==> config.mk <==
export PLATFORM = sky130hd
export DESIGN_NAME = slot_pwr_seq
export DESIGN_NICKNAME = d
export VERILOG_FILES = /design/src/rtl/slot_pwr_pkg.sv /design/src/rtl/slot_down_timer.sv /design/src/rtl/slot_fsm.sv /design/src/rtl/slot_out_map.sv /design/src/rtl/slot_pwr_seq.sv
export SDC_FILE = /design/constraint.sdc
export NUM_CORES = 1
export LEC_CHECK = 0
export ABC_AREA = 1
export BUFFER_PORTS_ARGS = -buffer_cell sky130_fd_sc_hd__buf_2
export CAP_MARGIN = 20
export CORE_MARGIN = 1.5
export CORE_UTILIZATION = 44
export CTS_BUF_LIST = sky130_fd_sc_hd__clkbuf_4 sky130_fd_sc_hd__clkbuf_8
export DETAILED_ROUTE_END_ITERATION = 6
export PLACE_DENSITY = 0.87
export SYNTH_ARGS = -nofsm -noshare
export SYNTH_HDL_FRONTEND = slang
export SYNTH_HIERARCHICAL = 1
export SYNTH_SLANG_ARGS = --single-unit
==> constraint.sdc <==
create_clock -name clk_i -period 2.3 [get_ports clk_i]
set_input_delay 0.23 -clock clk_i [delete_from_list [all_inputs] [get_ports clk_i]]
set_output_delay 0.23 -clock clk_i [all_outputs]
set_load 0.03 [all_outputs]
==> src/rtl/slot_pwr_pkg.sv <==
package slot_pwr_pkg;
  typedef enum logic [1:0] {
    SLOT_OFF   = 2'd0,
    SLOT_HOLD  = 2'd1,
    SLOT_READY = 2'd2,
    SLOT_PDOWN = 2'd3
  } slot_st_e;
endpackage

==> src/rtl/slot_down_timer.sv <==
module slot_down_timer #(
  parameter int unsigned TICKS = 8
) (
  input  logic clk_i,
  input  logic rst_ni,
  input  logic run_i,
  input  logic tick_i,
  output logic expire_o
);
  localparam int unsigned CW = (TICKS < 2) ? 1 : $clog2(TICKS);
  localparam logic [CW-1:0] LAST = CW'(TICKS - 1);

  logic [CW-1:0] cnt_q;

  assign expire_o = run_i && tick_i && (cnt_q == LAST);

  // counter is held at zero outside power-down
  always_ff @(posedge clk_i or negedge rst_ni) begin
    if (!rst_ni)              cnt_q <= '0;
    else if (!run_i)          cnt_q <= '0;
    else if (tick_i && !expire_o) cnt_q <= cnt_q + 1'b1;
  end
endmodule

==> src/rtl/slot_fsm.sv <==
module slot_fsm
  import slot_pwr_pkg::*;
(
  input  logic       clk_i,
  input  logic       rst_ni,
  input  logic       state_wr_i,
  input  logic [1:0] state_req_i,
  input  logic       card_present_i,
  input  logic       if_en_wr_i,
  input  logic       if_en_i,
  input  logic       expire_i,
  output slot_st_e   state_o,
  output logic       if_en_o,
  output logic       irq_o
);
  slot_st_e st_q, st_d, req;
  logic     refused, to_off, if_en_q, if_en_d, irq_q;

  assign req = slot_st_e'(state_req_i);

  always_comb begin
    st_d    = st_q;
    refused = 1'b0;
    if ((st_q == SLOT_HOLD || st_q == SLOT_READY) && !card_present_i) begin
      st_d = SLOT_PDOWN;
    end else if (state_wr_i) begin
      unique case (req)
        SLOT_OFF: st_d = SLOT_OFF;
        SLOT_HOLD, SLOT_READY: begin
          if (card_present_i) st_d = req;
          else begin
            st_d    = SLOT_PDOWN;
            refused = 1'b1;
          end
        end
        SLOT_PDOWN: if (st_q != SLOT_OFF) st_d = SLOT_PDOWN;
        default: st_d = st_q;
      endcase
    end else if (expire_i) begin
      st_d = SLOT_OFF;
    end
  end

  assign to_off = (st_q != SLOT_OFF) && (st_d == SLOT_OFF);

  always_comb begin
    if (to_off)          if_en_d = 1'b0;
    else if (if_en_wr_i) if_en_d = if_en_i;
    else                 if_en_d = if_en_q;
  end

  always_ff @(posedge clk_i or negedge rst_ni) begin
    if (!rst_ni) begin
      st_q    <= SLOT_OFF;
      if_en_q <= 1'b0;
      irq_q   <= 1'b0;
    end else begin
      st_q    <= st_d;
      if_en_q <= if_en_d;
      irq_q   <= refused || to_off;
    end
  end

  assign state_o = st_q;
  assign if_en_o = if_en_q;
  assign irq_o   = irq_q;
endmodule

==> src/rtl/slot_out_map.sv <==
module slot_out_map
  import slot_pwr_pkg::*;
#(
  parameter int unsigned DATA_W = 32
) (
  input  slot_st_e          state_i,
  input  logic              if_en_i,
  input  logic [DATA_W-1:0] rd_data_i,
  output logic              pwr_en_o,
  output logic              rst_no,
  output logic              clk_en_o,
  output logic [DATA_W-1:0] rd_data_o
);
  always_comb begin
    pwr_en_o  = 1'b1;
    rst_no    = 1'b0;
    clk_en_o  = 1'b0;
    rd_data_o = '0;
    unique case (state_i)
      SLOT_OFF:   pwr_en_o = 1'b0;
      SLOT_HOLD:  rd_data_o = '1;
      SLOT_READY: begin
        clk_en_o  = 1'b1;
        rst_no    = if_en_i;
        rd_data_o = rd_data_i;
      end
      SLOT_PDOWN: rd_data_o = '0;
      default:    pwr_en_o = 1'b0;
    endcase
  end
endmodule

==> src/rtl/slot_pwr_seq.sv <==
module slot_pwr_seq
  import slot_pwr_pkg::*;
#(
  parameter int unsigned DATA_W    = 32,
  parameter int unsigned OFF_TICKS = 8
) (
  input  logic              clk_i,
  input  logic              rst_ni,
  input  logic              state_wr_i,
  input  logic [1:0]        state_req_i,
  input  logic              card_present_i,
  input  logic              if_en_wr_i,
  input  logic              if_en_i,
  input  logic              tick_i,
  output logic [1:0]        state_o,
  output logic              if_en_o,
  output logic              pwr_en_o,
  output logic              card_rst_no,
  output logic              card_clk_en_o,
  output logic              card_irq_o,
  input  logic [DATA_W-1:0] rd_data_i,
  output logic [DATA_W-1:0] rd_data_o
);
  slot_st_e st;
  logic     expire, en;

  slot_fsm i_fsm (
    .clk_i, .rst_ni, .state_wr_i, .state_req_i, .card_present_i,
    .if_en_wr_i, .if_en_i,
    .expire_i (expire),
    .state_o  (st),
    .if_en_o  (en),
    .irq_o    (card_irq_o)
  );

  slot_down_timer #(.TICKS(OFF_TICKS)) i_timer (
    .clk_i, .rst_ni,
    .run_i    (st == SLOT_PDOWN),
    .tick_i,
    .expire_o (expire)
  );

  slot_out_map #(.DATA_W(DATA_W)) i_map (
    .state_i   (st),
    .if_en_i   (en),
    .rd_data_i,
    .pwr_en_o,
    .rst_no    (card_rst_no),
    .clk_en_o  (card_clk_en_o),
    .rd_data_o
  );

  assign state_o = st;
  assign if_en_o = en;
endmodule

==> results of run 1 <==
## area by class of cell
type / instances / area, um^2
fillers: 200 / 751
flip-flops and latches: 7 / 175
well taps: 28 / 35.0
multi-input cells: 112 / 727
clock buffers: 4 / 30.0
inverters: 20 / 75.1
repair buffers: 83 / 440
## path summary, 6_finish.rpt
path	startpoint	endpoint	cells past startpoint
worst min-delay path	state_wr_i	i_fsm/irq_o	3
worst max-delay path	i_fsm/state_o[1]	rd_data_o[31]	6
min in group asynchronous	rst_ni	i_fsm/irq_o	2
worst max register to register	i_fsm/state_o[1]	i_fsm/if_en_o	11
worst min register to register	i_timer/cnt_q[1]	i_timer/cnt_q[1]	2
max in group asynchronous	rst_ni	i_timer/cnt_q[2]	2
## cell usage after synthesis (all sizes together)
cell type	count
a21oi	33
buf	9
dfrtp	7
ha	10
inv	20
mux2i	1
nand2	51
nand3	8
nand4	3
nor2	5
o21ai	1
## worst min-delay path, cell delays in order
cell	delay, ns
buf_2	0.11
nand4_1	0.09
o21ai_2	0.05
## flip-flops by register name (all words and copies together), names as in the netlist
register,flops
i_fsm/state_o,2
i_fsm/if_en_o,1
i_fsm/irq_o,1
i_timer/cnt_q,3
## kinds of logic after synthesis
family | share of synthesized area [%]
mux | 0.955
simple gates | 29.5
fa+ha+maj | 11.9
compound gates | 27.0
flops | 16.7
buf+inv | 14.0
## per-layer routing
| metal | share of wire (%) | routed length [um] |
|---|---|---|
| met5 | 0 | 0 |
| met4 | 0.64 | 16 |
| met3 | 7.5 | 188 |
| met2 | 50 | 1260 |
| met1 | 42 | 1040 |
## through the flow
step	hold WS, ns	cells	setup WS (ns)	area [um^2]
after floorplan	-0.0656	148	0.322	1050
after global placement	0.0657	249	0.608	1440
after detailed placement	0.0698	249	0.560	1440
after CTS	0.254	254	0.273	1480
after global routing	0.250	254	0.126	1480
final	0.267	254	0.312	1480
==> qor.csv, run 1 <==
metric;value;unit
slowest_delay;0.45;ns
cp_num_buf_inv;4;
grt_pass1_vias;967;
rsz0062_at_grt;no;
synth_area_leaders;a21oi_2 24%, dfrtp_1 17%, nand2_1 16%, ha_1 12%, inv_1 6.4%;
finalClockSkew;0.00708;ns
crit_path_max_fanout;32;
crit_family;buffers and inverters;
syn_area;1050;um^2
diodes;0;
tightest_slew;0.488;ns
clk_pin_slew;0.05;ns
setup_viol;0;
hp-class;in2reg;
crit_top_cell;inv_1;
h-tree-depth;1;
maxSlewHeadroom;67.5;%
cts_sinks;7;
grt.overflow.total;0;
cts_buffer_depth;2;
grt_max_degree;33;
pin_count;80;
die_area;2680;um^2
grt-busiest-layer;met2;
reg2reg_setup_slack;0.78;ns
drtIter0Drc;20;
wirelength;2510;um
grt_use_met3;4.89;%
post-route-period-util;86.5;%
layout_common_cells;79 x buf_2, 46 x nand2_1, 29 x a21oi_2, 18 x inv_1, 10 x ha_1;
hold_viol;0;
fin_crit;1.99;ns
seq_area_frac_synth;16.7;%
clk_latency;0.25;ns
yosys_warnings;6;
status;finished, final reports clean;
synth_top_area_share;24.2;%
via_per_inst;4.76;
synth_top_area_cell;a21oi_2;
cp_cell_sequence;inv_1 -> ha_1 -> inv_1 -> buf_4 -> a21oi_1 -> buf_2;
cts_buffers;3;
cts_hold_buf;1;
final_layout_size_suffix_gt1_share;57.1;%
wl_per_cell;9.89;um
critPathSlowestCell;dfrtp_1;
synthCells;148;
arrival;1.76;ns
yosysUniqueCellTypes;19;
cts_resized;0;
critPathLaunchType;flip-flop;
final.setup.tns;0;ns
endpoint_kind;output pin;
ys_ff_latch;7;
grt_pass1_wl;4000;um
path_class;reg2out;
port_buffers;79;
layout_commonest_cell;buf_2;
post_cts_buffers;0;
vias;1210;
cts_tree;done;
drc;0;
use_met1;22.8;%
start_util;46.9;%
fin_util;66.4;%
grt_antenna_before_repair;0;
fmax;503;MHz
synth_fp_nets;199;
area_growth;41.4;%
die_height;51.8;um
rows;17;
gp_congestion;0.767;
slew_violations;0;
use_met2;34.0;%
hpwl;2070;um
drt_pass1_iterations;4;
core_area;2230;um^2
synth.avg_cell_area;7.08;um^2
ant_nets;0;
drv_cap;0;
worstPathRequired;2.07;ns
grt_use_total;19.6;%
nets;278;
dieWidth;51.8;um
cts_root_buf;clkbuf_4;
Power of run 1 is left out: the tool's default activity adds up to more than one toggle a clock period on the data nets, which glitch-free logic cannot reach.
==> inputs of run 2 (changes only) <==
CORE_UTILIZATION = 35   (was 44)
PLACE_DENSITY = 0.7   (was 0.87)
==> run 2 against run 1 <==
Against the previous run: the run now ends with DRC left; non-clock buffer count did not move; hold slack better by 0.019 ns; design area grew 1.1%; global-route usage fell by 4.0 points; routed wire length grew 1.6%; clock skew shrank 0.0034 ns; core utilization is 13 points lower; largest cell class unchanged; flip-flop and latch count unchanged; fmax decreased by 4.2%; first-iteration DRC count increased to 6.6 times the previous value; cell count increased by 1.2%; die area grew 24%.
==> qor.csv, run 2 (synthesis gave the netlist of run 1 again) <==
metric;value;unit;change
status;complete, but fails checks;;
violations;DRC;;
nets;278;;unchanged
grt_pass1_wl;4200;um;+4.8%
die_area;3330;um^2;+24%
rsz0062_at_grt;no;;
gp_congestion;0.786;;+2.5%
cp_num_buf_inv;3;;-1
hpwl;2010;um;-2.5%
ant_nets;0;;unchanged
pin_count;80;;unchanged
cts_sinks;7;;unchanged
drv_cap;0;;unchanged
vias;1180;;-2.5%
dieWidth;57.7;um;+11%
diodes;0;;unchanged
cts_tree;done;;
via_per_inst;4.59;;-3.6%
register_area;175;um^2;unchanged
crit_family;buffers and inverters;;
setup_viol;0;;unchanged
worstPathRequired;2.07;ns;about the same
multi_input_area;727;um^2;unchanged
hp-class;in2reg;;
fin_crit;2.08;ns;+0.0870 ns
wl_per_cell;9.92;um;+0.37%
path_class;reg2out;;
drc;9;;+9
critPathLaunchType;flip-flop;;
largest_register;i_timer/cnt_q;;
grt.overflow.total;0;;unchanged
grt_max_degree;33;;unchanged
slowest_delay;0.44;ns;about the same
final.setup.tns;0;ns;unchanged
layout_common_cells;79 x buf_2, 46 x nand2_1, 29 x a21oi_2, 18 x inv_1, 10 x ha_1;;
fmax;482;MHz;-4.2%
hold_viol;0;;unchanged
rows;19;;+2
cts_buffers;3;;unchanged
grt_antenna_before_repair;0;;unchanged
cts_root_buf;clkbuf_4;;
drt_pass1_iterations;7;;+3
drtIter0Drc;132;;+560%
layout_commonest_cell;buf_2;;
core_area;2810;um^2;+26%
start_util;37.4;%;-9.6 points
cp_cell_sequence;inv_1 -> ha_1 -> buf_12 -> nand2_1 -> a21oi_2 -> buf_2;;
maxSlewHeadroom;69.1;%;+1.7 points
cts_buffer_depth;2;;unchanged
area_growth;43.0;%;
nFillCells;270;;+35%
grt_use_total;15.6;%;-4.0 points
arrival;1.85;ns;+0.09 ns
slew_violations;0;;unchanged
wirelength;2550;um;+1.6%
clk_latency;0.25;ns;about the same
clk_pin_slew;0.05;ns;about the same
post-route-period-util;90.2;%;+3.8 points
crit_path_max_fanout;23;;-28%
critPathSlowestCell;dfrtp_1;;
h-tree-depth;1;;unchanged
finalClockSkew;0.00371;ns;-0.00337 ns
tightest_slew;0.463;ns;-0.0248 ns
cts_resized;0;;unchanged
die_height;57.7;um;+11%
endpoint_kind;output pin;;
largest_register_ffs;3;;unchanged
port_buffers;79;;unchanged
grt_pass1_vias;990;;+2.4%
final_layout_size_suffix_gt1_share;57.1;%;unchanged
## run 2: cell counts in the layout (fill, tap and decap cells not counted)
Identical to the previous run, type by type.
## run 2: routing by layer
layer	part of all wire, %	global-route usage (%)	vias to the layer above	wire length (um)
li1	-	-	630	-
met1	41	17.9	506	1050
met2	50	28.1	42	1280
met3	7.9	3.79	2	202
met4	0.63	4.98	0	16
met5	0	0	-	0
## run 2: worst paths after layout
check | start | cells past startpoint | end | slack [ns]
max | i_fsm/state_o[0] | 6 | rd_data_o[30] | 0.22
min | state_wr_i | 3 | i_fsm/irq_o | 0.29
max reg2reg | i_timer/cnt_q[0] | 11 | i_fsm/if_en_o | 0.75
min reg2reg | i_timer/cnt_q[2] | 2 | i_timer/cnt_q[2] | 0.51
max in group asynchronous | rst_ni | 2 | i_fsm/state_o[1] | 1.76
min in group asynchronous | rst_ni | 2 | i_timer/cnt_q[1] | 0.39
## run 2: area by class of cell
class                           count  share of cell area, %
Sequential cell                     7                   11.7
Inverter                           20                   5.01
Multi-Input combinational cell    112                   48.5
Clock buffer                        4                   2.00
Tap cell                           31                   2.59
Timing Repair Buffer               83                   30.2
## run 2: what timing repair did
item / CTS / global route
setup buffers: 0 / 0
hold buffers: 1 / 0
endpoints found under the hold margin: 7 / 0
## run 2: stage by stage
| step | setup slack (ns) | cells | area [um^2] | util, % | hold WS (ns) |
|---|---|---|---|---|---|
| 3_5_place_dp | 0.458 | 252 | 1460 | 52.0 | 0.0703 |
| 4_1_cts | 0.181 | 257 | 1500 | 53.4 | 0.282 |
| 2_1_floorplan | 0.322 | 148 | 1050 | - | -0.0656 |
| 3_3_place_gp | 0.509 | 252 | 1460 | 52.0 | 0.0668 |
| 5_1_grt | 0.0746 | 257 | 1500 | 53.4 | 0.286 |
| 6_report | 0.225 | 257 | 1500 | 53.4 | 0.286 |
## run 2: worst reg2reg max path: cells and delay by family (launching register included)
| kind | cells | cell delay (ns) |
|---|---|---|
| and+or+nand+nor | 7 | 0.55 |
| adders and majority gates | 2 | 0.35 |
| buffers and inverters | 2 | 0.17 |
| DFF | 1 | 0.37 |
Power of run 2 is left out for the same reason.
==> inputs of run 3 (changes only) <==
CORE_UTILIZATION = 44   (was 35)
PLACE_DENSITY = 0.85   (was 0.7)
REMOVE_ABC_BUFFERS = 1   (was not set)
SETUP_SLACK_MARGIN = 0.3   (was not set)
==> run 3 against run 2 <==
Against the previous run: the run now ends clean; clock skew about the same; non-clock buffer count up 1; core utilization up 14 points; highest routed layer unchanged; first-iteration DRC count down 98%; worst setup slack better by 0.19 ns; sequential share of layout area about the same; routed wire length down 4.0%.
==> qor.csv, run 3 (synthesis gave the netlist of run 1 again) <==
metric;value;unit;change
grt.overflow.total;0;;unchanged
core_area;2230;um^2;-20%
path_class;reg2out;;
via_per_inst;4.80;;+4.5%
area_growth;43.8;%;
ant_nets;0;;unchanged
crit_path_max_fanout;32;;+39%
cts_sinks;7;;unchanged
final.setup.tns;0;ns;unchanged
cts_root_buf;clkbuf_4;;
status;finished, final reports clean;;
hpwl;2030;um;+0.69%
setup_viol;0;;unchanged
clk_latency;0.25;ns;about the same
grt_use_total;18.0;%;+2.5 points
pin_count;80;;unchanged
drt_pass1_iterations;3;;-4
slowest_delay;0.43;ns;about the same
tightest_slew;0.172;ns;-0.291 ns
die_height;51.8;um;-10%
drc;0;;-9
grt_max_degree;33;;unchanged
fmax;529;MHz;+9.9%
wl_per_cell;9.60;um;-3.2%
fin_crit;1.89;ns;-0.186 ns
drv_cap;0;;unchanged
dieWidth;51.8;um;-10%
critPathLaunchType;flip-flop;;
crit_path_start;i_fsm/state_o[0];;
slew_violations;0;;unchanged
final_layout_size_suffix_gt1_share;57.7;%;+0.63 points
critPathSlowestCell;dfrtp_1;;
cp_cell_sequence;inv_1 -> ha_1 -> inv_1 -> buf_12 -> a21oi_2 -> buf_2;;
worstHoldStart;if_en_i;;
place_area;1460;um^2;+0.26%
vias;1224;;+3.7%
diodes;0;;unchanged
die_area;2680;um^2;-19%
nets;279;;+0.36%
worstPathRequired;2.07;ns;about the same
h-tree-depth;1;;unchanged
maxSlewHeadroom;88.2;%;+19 points
drtIter0Drc;3;;-98%
crit_top_cell;inv_1;;
hp-class;in2reg;;
start_util;46.9;%;+9.6 points
arrival;1.66;ns;-0.19 ns
largest_register_ffs;3;;unchanged
layout_common_cells;79 x buf_2, 46 x nand2_1, 29 x a21oi_2, 18 x inv_1, 10 x ha_1;;
grt_pass1_vias;1001;;+1.1%
fin_hold_ws;0.261;ns;-0.0245 ns
port_buffers;79;;unchanged
r2r-start;i_fsm/state_o[0];;
grt_antenna_before_repair;0;;unchanged
post-route-period-util;82.1;%;-8.1 points
finalClockSkew;0.00407;ns;+0.000358 ns
cts_tree;done;;
cts_buffers;3;;unchanged
rsz0062_at_grt;no;;
stdcell_area;1510;um^2;+0.58%
rows;17;;-2
endpoint_kind;output pin;;
wirelength;2450;um;-4.0%
clk_pin_slew;0.05;ns;about the same
cts_buffer_depth;2;;unchanged
hold_viol;0;;unchanged
grt_pass1_wl;3700;um;-12%
layout_commonest_cell;buf_2;;
gp_congestion;0.758;;-3.6%
post_cts_buffers;0;;unchanged
largest_register;i_timer/cnt_q;;
[run 3: cell types whose count changed in the layout (fill, tap and decap cells not counted)]
cell,change
buf_6,+1
dfrtp_1,-1
dfrtp_2,+1
[run 3: final cells by class]
cell class                      count  area, um^2
Multi-Input combinational cell    112         727
Fill cell                         210         726
Timing Repair Buffer               84         464
Sequential cell                     7         176
Inverter                           20        75.1
Tap cell                           28        35.0
Clock buffer                        4        30.0
[run 3: final timing paths]
kind	end	depth (start not counted)	slack [ns]
max	rd_data_o[3]	6	0.41
min	i_fsm/if_en_o	3	0.26
max reg2reg	i_fsm/if_en_o	11	0.84
min reg2reg	i_timer/cnt_q[1]	2	0.51
max in group asynchronous	i_fsm/state_o[1]	2	1.82
min in group asynchronous	i_fsm/irq_o	2	0.32
[run 3: metal layers]
layer | track usage, % | routed length, um | part of all wire (%) | up-vias
met3 | 5.75 | 272 | 11 | 2
met1 | 15.7 | 929 | 38 | 540
li1 | - | - | - | 630
met4 | 11.4 | 26 | 1.1 | 0
met2 | 34.8 | 1220 | 50 | 52
met5 | 0 | 0 | 0 | -
[run 3: critical path, delay by kind of cell, from the launching register on]
kind,cells,cell delay [ns]
fa+ha+maj,1,0.28
compound gates,1,0.13
flops,1,0.43
buf+inv,4,0.56
[run 3: through the flow]
stage / cells / util, % / setup slack, ns
final: 255 / 67.5 / 0.411
after global routing: 255 / 67.5 / 0.307
after CTS: 255 / 67.3 / 0.380
after detailed placement: 250 / 65.5 / 0.660
after global placement: 250 / 65.5 / 0.645
after floorplan: 139 / - / -0.178
[run 3: repair_timing]
action                                  CTS  global route
resized for setup                         0             2
hold endpoints to repair                  7             0
endpoints found under the setup margin    0            12
hold buffers                              1             0
Power of run 3 is left out for the same reason.
